==> config.mk <==
export PLATFORM = sky130hd
export DESIGN_NAME = adc_frame_serializer
export DESIGN_NICKNAME = d
export VERILOG_FILES = /design/src/rtl/adcser_pkg.sv /design/src/rtl/adcser_len_decode.sv /design/src/rtl/adcser_packer.sv /design/src/rtl/adcser_shift_engine.sv /design/src/rtl/adc_frame_serializer.sv
export SDC_FILE = /design/constraint.sdc
export NUM_CORES = 1
export LEC_CHECK = 0
export BUFFER_PORTS_ARGS = -buffer_cell sky130_fd_sc_hd__buf_2
export CAP_MARGIN = 20
export CORE_ASPECT_RATIO = 0.9
export CORE_UTILIZATION = 53
export DETAILED_ROUTE_END_ITERATION = 7
export HOLD_SLACK_MARGIN = 0.12
export PLACE_DENSITY = 0.86
export SLEW_MARGIN = 20
export SYNTH_ARGS = -nofsm -noshare
export SYNTH_HDL_FRONTEND = slang
export SYNTH_SLANG_ARGS = --single-unit
==> constraint.sdc <==
create_clock -name clk -period 1.8 [get_ports clk]
set_clock_uncertainty 0.15 [all_clocks]
set_input_delay 0.45 -clock clk [delete_from_list [all_inputs] [get_ports clk]]
set_output_delay 0.45 -clock clk [all_outputs]
set_load 0.05 [all_outputs]
==> src/rtl/adcser_pkg.sv <==
package adcser_pkg;

  typedef enum logic [2:0] {
    LEN_NATIVE = 3'b000,
    LEN_8      = 3'b001,
    LEN_10     = 3'b010,
    LEN_12     = 3'b011,
    LEN_14     = 3'b100,
    LEN_16     = 3'b101,
    LEN_RSV_A  = 3'b110,
    LEN_RSV_B  = 3'b111
  } len_code_e;

  // Longest frame the shifter must hold: the native width or 16, whichever is larger.
  function automatic int unsigned frame_max(input int unsigned native_w);
    return (native_w > 16) ? native_w : 16;
  endfunction

  function automatic int unsigned cnt_bits(input int unsigned max_w);
    return $clog2(max_w + 1);
  endfunction

endpackage

==> src/rtl/adcser_len_decode.sv <==
module adcser_len_decode
  import adcser_pkg::*;
#(
  parameter int unsigned NATIVE_W = 12,
  parameter int unsigned CNT_W    = 5
) (
  input  logic [2:0]       code,
  output logic [CNT_W-1:0] frame_len
);

  len_code_e sel;
  assign sel = len_code_e'(code);

  always_comb begin
    unique case (sel)
      LEN_8:   frame_len = CNT_W'(8);
      LEN_10:  frame_len = CNT_W'(10);
      LEN_12:  frame_len = CNT_W'(12);
      LEN_14:  frame_len = CNT_W'(14);
      LEN_16:  frame_len = CNT_W'(16);
      default: frame_len = CNT_W'(NATIVE_W); // native and both reserved codes
    endcase
  end

  // the decoded length is one of the legal frame sizes
  always_comb begin
    a_r7_len_legal: assert (frame_len == CNT_W'(NATIVE_W) || frame_len == CNT_W'(8) ||
                            frame_len == CNT_W'(10) || frame_len == CNT_W'(12) ||
                            frame_len == CNT_W'(14) || frame_len == CNT_W'(16));
  end

endmodule

==> src/rtl/adcser_packer.sv <==
module adcser_packer #(
  parameter int unsigned NATIVE_W = 12,
  parameter int unsigned MAX_W    = 16,
  parameter int unsigned CNT_W    = 5
) (
  input  logic [NATIVE_W-1:0] sample,
  input  logic [CNT_W-1:0]    frame_len,
  input  logic                lsb_first,
  output logic [MAX_W-1:0]    word
);

  localparam int unsigned PAD_W = MAX_W - NATIVE_W;

  logic [MAX_W-1:0] aligned;
  logic [MAX_W-1:0] keep_mask;
  logic [MAX_W-1:0] msb_word;
  logic [MAX_W-1:0] reversed;
  logic [MAX_W-1:0] lsb_word;
  logic [CNT_W-1:0] rev_shift;

  // Left-align the sample: padding zeros sit below its LSB.
  generate
    if (PAD_W == 0) begin : g_no_pad
      assign aligned = sample;
    end else begin : g_pad
      assign aligned = {sample, {PAD_W{1'b0}}};
    end
  endgenerate

  // Keep the top frame_len bits, dropping the low bits when the frame is short.
  assign keep_mask = ~({MAX_W{1'b1}} >> frame_len);
  assign msb_word  = aligned & keep_mask;

  generate
    for (genvar i = 0; i < MAX_W; i++) begin : g_rev
      assign reversed[i] = aligned[MAX_W-1-i];
    end
  endgenerate

  // Reverse the whole kept window and left-align it so the frame's last bit goes out first.
  assign rev_shift = CNT_W'(MAX_W) - frame_len;
  assign lsb_word  = reversed << rev_shift;

  assign word = lsb_first ? lsb_word : msb_word;

endmodule

==> src/rtl/adcser_shift_engine.sv <==
module adcser_shift_engine #(
  parameter int unsigned MAX_W = 16,
  parameter int unsigned CNT_W = 5
) (
  input  logic             clk,
  input  logic             rst_n,
  input  logic             power_down,
  input  logic             out_hold,
  input  logic             load,
  input  logic [MAX_W-1:0] word,
  input  logic [CNT_W-1:0] frame_len,
  output logic             ready,
  output logic             ser_data,
  output logic             ser_frame
);

  logic [MAX_W-1:0] sh_q;
  logic [CNT_W-1:0] rem_q;
  logic             first_q;
  logic             bit_q;
  logic             frm_q;
  logic             emit;

  assign emit  = (rem_q != '0);
  assign ready = !power_down && (rem_q <= CNT_W'(1));

  // Framing state: reset by power-down, reloaded at the frame boundary only.
  always_ff @(posedge clk or negedge rst_n) begin
    if (!rst_n) begin
      sh_q    <= '0;
      rem_q   <= '0;
      first_q <= 1'b0;
    end else if (power_down) begin
      sh_q    <= '0;
      rem_q   <= '0;
      first_q <= 1'b0;
    end else if (load) begin
      sh_q    <= word;
      rem_q   <= frame_len;
      first_q <= 1'b1;
    end else if (emit) begin
      sh_q    <= sh_q << 1;
      rem_q   <= rem_q - CNT_W'(1);
      first_q <= 1'b0;
    end
  end

  // Final output flop: its own reset is the output hold.
  always_ff @(posedge clk or negedge rst_n) begin
    if (!rst_n) begin
      bit_q <= 1'b0;
      frm_q <= 1'b0;
    end else if (power_down || out_hold || !emit) begin
      bit_q <= 1'b0;
      frm_q <= 1'b0;
    end else begin
      bit_q <= sh_q[MAX_W-1];
      frm_q <= first_q;
    end
  end

  assign ser_data  = bit_q;
  assign ser_frame = frm_q;

  // a held output is quiet after the edge
  a_r11_hold_quiet: assert property (@(posedge clk) disable iff (!rst_n)
    out_hold |=> (!ser_data && !ser_frame));

  // power-down empties the frame and silences the lane
  a_r12_pd_flush: assert property (@(posedge clk) disable iff (!rst_n)
    power_down |=> (!ser_data && !ser_frame && rem_q == '0));

  // no reload while more than one bit is still pending
  a_r8_no_midframe_reload: assert property (@(posedge clk) disable iff (!rst_n)
    (rem_q > CNT_W'(1) && !power_down) |=> (rem_q == $past(rem_q) - CNT_W'(1)));

  // the marker only follows a first bit
  a_r9_marker_first: assert property (@(posedge clk) disable iff (!rst_n)
    ser_frame |-> $past(first_q));

endmodule

==> src/rtl/adc_frame_serializer.sv <==
module adc_frame_serializer
  import adcser_pkg::*;
#(
  parameter int unsigned NATIVE_W = 12
) (
  input  logic                clk,
  input  logic                rst_n,
  input  logic                s_valid,
  output logic                s_ready,
  input  logic [NATIVE_W-1:0] s_data,
  input  logic                ctl_lsb_first,
  input  logic [2:0]          ctl_len_code,
  input  logic                ch_out_hold,
  input  logic                ch_power_down,
  output logic                ser_data,
  output logic                ser_frame,
  output logic                drv_enable
);

  localparam int unsigned MAX_W = frame_max(NATIVE_W);
  localparam int unsigned CNT_W = cnt_bits(MAX_W);

  logic [CNT_W-1:0] frame_len;
  logic [MAX_W-1:0] word;
  logic             load;

  assign load       = s_valid && s_ready;
  assign drv_enable = !ch_power_down;

  adcser_len_decode #(
    .NATIVE_W (NATIVE_W),
    .CNT_W    (CNT_W)
  ) u_len (
    .code      (ctl_len_code),
    .frame_len (frame_len)
  );

  adcser_packer #(
    .NATIVE_W (NATIVE_W),
    .MAX_W    (MAX_W),
    .CNT_W    (CNT_W)
  ) u_pack (
    .sample    (s_data),
    .frame_len (frame_len),
    .lsb_first (ctl_lsb_first),
    .word      (word)
  );

  adcser_shift_engine #(
    .MAX_W (MAX_W),
    .CNT_W (CNT_W)
  ) u_eng (
    .clk        (clk),
    .rst_n      (rst_n),
    .power_down (ch_power_down),
    .out_hold   (ch_out_hold),
    .load       (load),
    .word       (word),
    .frame_len  (frame_len),
    .ready      (s_ready),
    .ser_data   (ser_data),
    .ser_frame  (ser_frame)
  );

  // a powered-down channel neither drives nor accepts
  a_r12_drv_off: assert property (@(posedge clk) disable iff (!rst_n)
    ch_power_down |-> (!drv_enable && !s_ready));

  // an accepted sample always starts a frame one edge later
  a_r10_accept_starts: assert property (@(posedge clk) disable iff (!rst_n)
    (load && !ch_power_down) |=> (u_eng.rem_q != '0 || ch_power_down));

endmodule

==> run metrics <==
Syn Area/Cell=around 9 sq um; P_int=just under 2 mW; Mapped Area=roughly 0.0020 sq mm; dominant cell type by area after synthesis=dfrtp_1; RePlAce Congestion=1.046; die area=around 0.0041 sq mm; clock-pin slew on the worst setup and hold paths=~0.10 ns; setup TNS=-3.657 ns; worst min-delay path startpoint=ch_out_hold; die width=67.09 um; # IOs=25; core footprint=~0.0035 sq mm; Vias=around 2400; number of diodes=0; Final Hold Vio Count=0; min-delay worst type=input pin to flop; Leakage=approximately 1.3 nW; Yosys reg bits=24; Worst-Margin Slew=0.5736 ns; largest net degree at the start of global routing=25; most frequent cell after synthesis=a21oi_1; Async SR Flop Fraction=100.0%; P per Cell Area=roughly 1200 mW/mm^2; DP Area=approximately 0.0025 sq mm; P_sw=around 1.7 mW; Worst Path Arrival=between 2 and 2.5 ns; Layout area overhead=47.12%; CTS tree=done; share of layout cells above drive strength 1=about half; yosys warns=0; global-route wire length before repair=between 10 and 15 mm; sequential share of the synthesized area=29.72%; Yosys top cell area share=29.72%; HPWL after DPL=roughly 4.8 mm; highest clock rate=0.4713 GHz; Gate power share=between 60% and 70%; CP max FO=5; CP startpoint=ctl_len_code[2]; Initial Utilization=57.68%; final worst setup slack=-0.3220 ns; # H-tree levels=1; Cell Rows=20; CTS Buffer Depth=2; clock latency on the worst-skew pair=0.28 ns; reg-to-reg startpoint=u_eng.rem_q[0]; Die H=~61 um; dominant synthesized flop cell=dfrtp_1; setup repair after global routing missed its margin=yes; Clk pwr share=under 10%; drt wl/cell=around 26 um; PortBufs=24; Routed Wire Length=around 9 mm; CTS Buf Count=3; nets=roughly 330; FILL cells=around 160; syn nets=roughly 250; synth unique cells=between 50 and 60; All-Layer GR Usage=approximately two fifths; critical path startpoint category=input pin; synth top area cells=dfrtp_1, a21oi_1, mux2i_1; Req. time, crit path=about 1.8 ns; crit share post-route=117.9%; Max-Slew Margin vs Limit=61.76%; Routed Antenna Nets=0; Final Instance Area=0.002973 sq mm; # DRC=0; # setup viols final=22; failing checks=setup timing; status=complete, but fails checks; vias per cell=7.131; Tot Pwr=approximately 3.6 mW; Post-synth EDFFs=0; crit path time final=about 2.1 ns; Critical Path Max Stage Delay=roughly 0.53 ns; initial DRC count=between 400 and 500; hold slack final=around 0.20 ns; vias in the first global route=between 2000 and 2500; root buffer cell=clkbuf_8; Pre-Repair DR Iteration Count=8; max-capacitance violation count=0; CP endpoint kind=flop; switch share=46.11%; critical path class=input pin to flop; Max Slew Vio Count=0; slowest cell on the critical path=mux4_2; Buf+Inv Stages, Crit Path=2; gr ovfl total=0; initial antenna violation count=0; worst vdd ir=0.6758 mV; sequential power share=about a quarter; crit path cell chain=buf_12 -> xnor2_4 -> nor2_8 -> ha_4 -> buf_6 -> mux4_2 -> a22oi_1 -> o21ai_1; Synth top cells by count=a21oi_1, dfrtp_1, nor2_1; clock sink count=24; Cells after Synth=between 200 and 250; crit-path leading delay family=multiplexers
## stage by stage
step | instances | util [%] | setup WS [ns]
2_1_floorplan | 227 | - | -0.6622
3_3_place_gp | 323 | 71.32 | -0.5308
3_5_place_dp | 323 | 71.32 | -0.5658
4_1_cts | 337 | 79.75 | -0.2615
5_1_grt | 343 | 84.86 | -0.3855
6_report | 343 | 84.86 | -0.3220
## per-layer routing
layer	track usage [%]	wire length (um)
met2	64.57	3986
met3	9.962	1103
met4	26.44	729
met5	0	0
met1	48.46	3052
## what timing repair did
action                                 4_1_cts  5_1_grt
cloned                                       0        1
pin swaps                                   22       23
hold buffers                                 1        0
setup endpoints to repair                   20       23
resized for setup                           45       30
buffers inserted                            10        5
endpoints found under the hold margin       24        0
## path summary, 6_finish.rpt
path,cells past startpoint,slack (ns),end
max,8,-0.32,u_eng.sh_q[7]
min,2,0.20,u_eng.ser_data
max reg2reg,7,-0.22,u_eng.sh_q[6]
min reg2reg,1,0.38,u_eng.sh_q[0]
max in group asynchronous,2,0.55,u_eng.sh_q[1]
min in group asynchronous,2,0.54,u_eng.rem_q[2]
## registers in the layout, indices dropped and copies added, names as in the netlist
register / cells
u_eng.rem_q: 5
u_eng.ser_frame: 1
u_eng.ser_data: 1
u_eng.first_q: 1
u_eng.sh_q: 16
## power groups by stage
stage / Sequential (mW) / Clock (mW) / Combinational (mW)
after floorplan: 0.843 / 0 / 1.14
after global placement: 0.842 / 0 / 1.68
after detailed placement: 0.847 / 0 / 1.75
after CTS: 0.838 / 0.318 / 1.91
after global routing: 0.886 / 0.346 / 2.47
final: 0.887 / 0.337 / 2.38
## layout make-up
| type | count | area, sq um | area share, % |
|---|---|---|---|
| clock buffer | 3 | 41.29 | 1.389 |
| multi-input combinational | 179 | 1539 | 51.77 |
| tap | 44 | 55.05 | 1.852 |
| sequential | 24 | 601.8 | 20.24 |
| inverter | 6 | 22.52 | 0.7576 |
| timing repair buffer | 87 | 713.2 | 23.99 |
## layout by cell type (no fill, tap or decap), drive strengths merged, types with 6 or more instances in the layout
| cell type | n |
|---|---|
| buf | 86 |
| a21oi | 26 |
| dfrtp | 24 |
| nor2 | 22 |
| nand2 | 17 |
| o21ai | 15 |
| mux2i | 10 |
| nand3 | 8 |
| nor2b | 6 |
| nand2b | 6 |
| inv | 6 |
## cell families after synthesis
group,after synthesis,synth area share (%)
flops,24,29.72
buf+inv,24,6.563
fa+ha+maj,5,3.096
xor+xnor,5,3.096
mux,19,12.57
simple gates,84,23.53
compound gates,66,21.42
(Power assumes the default switching activity.)
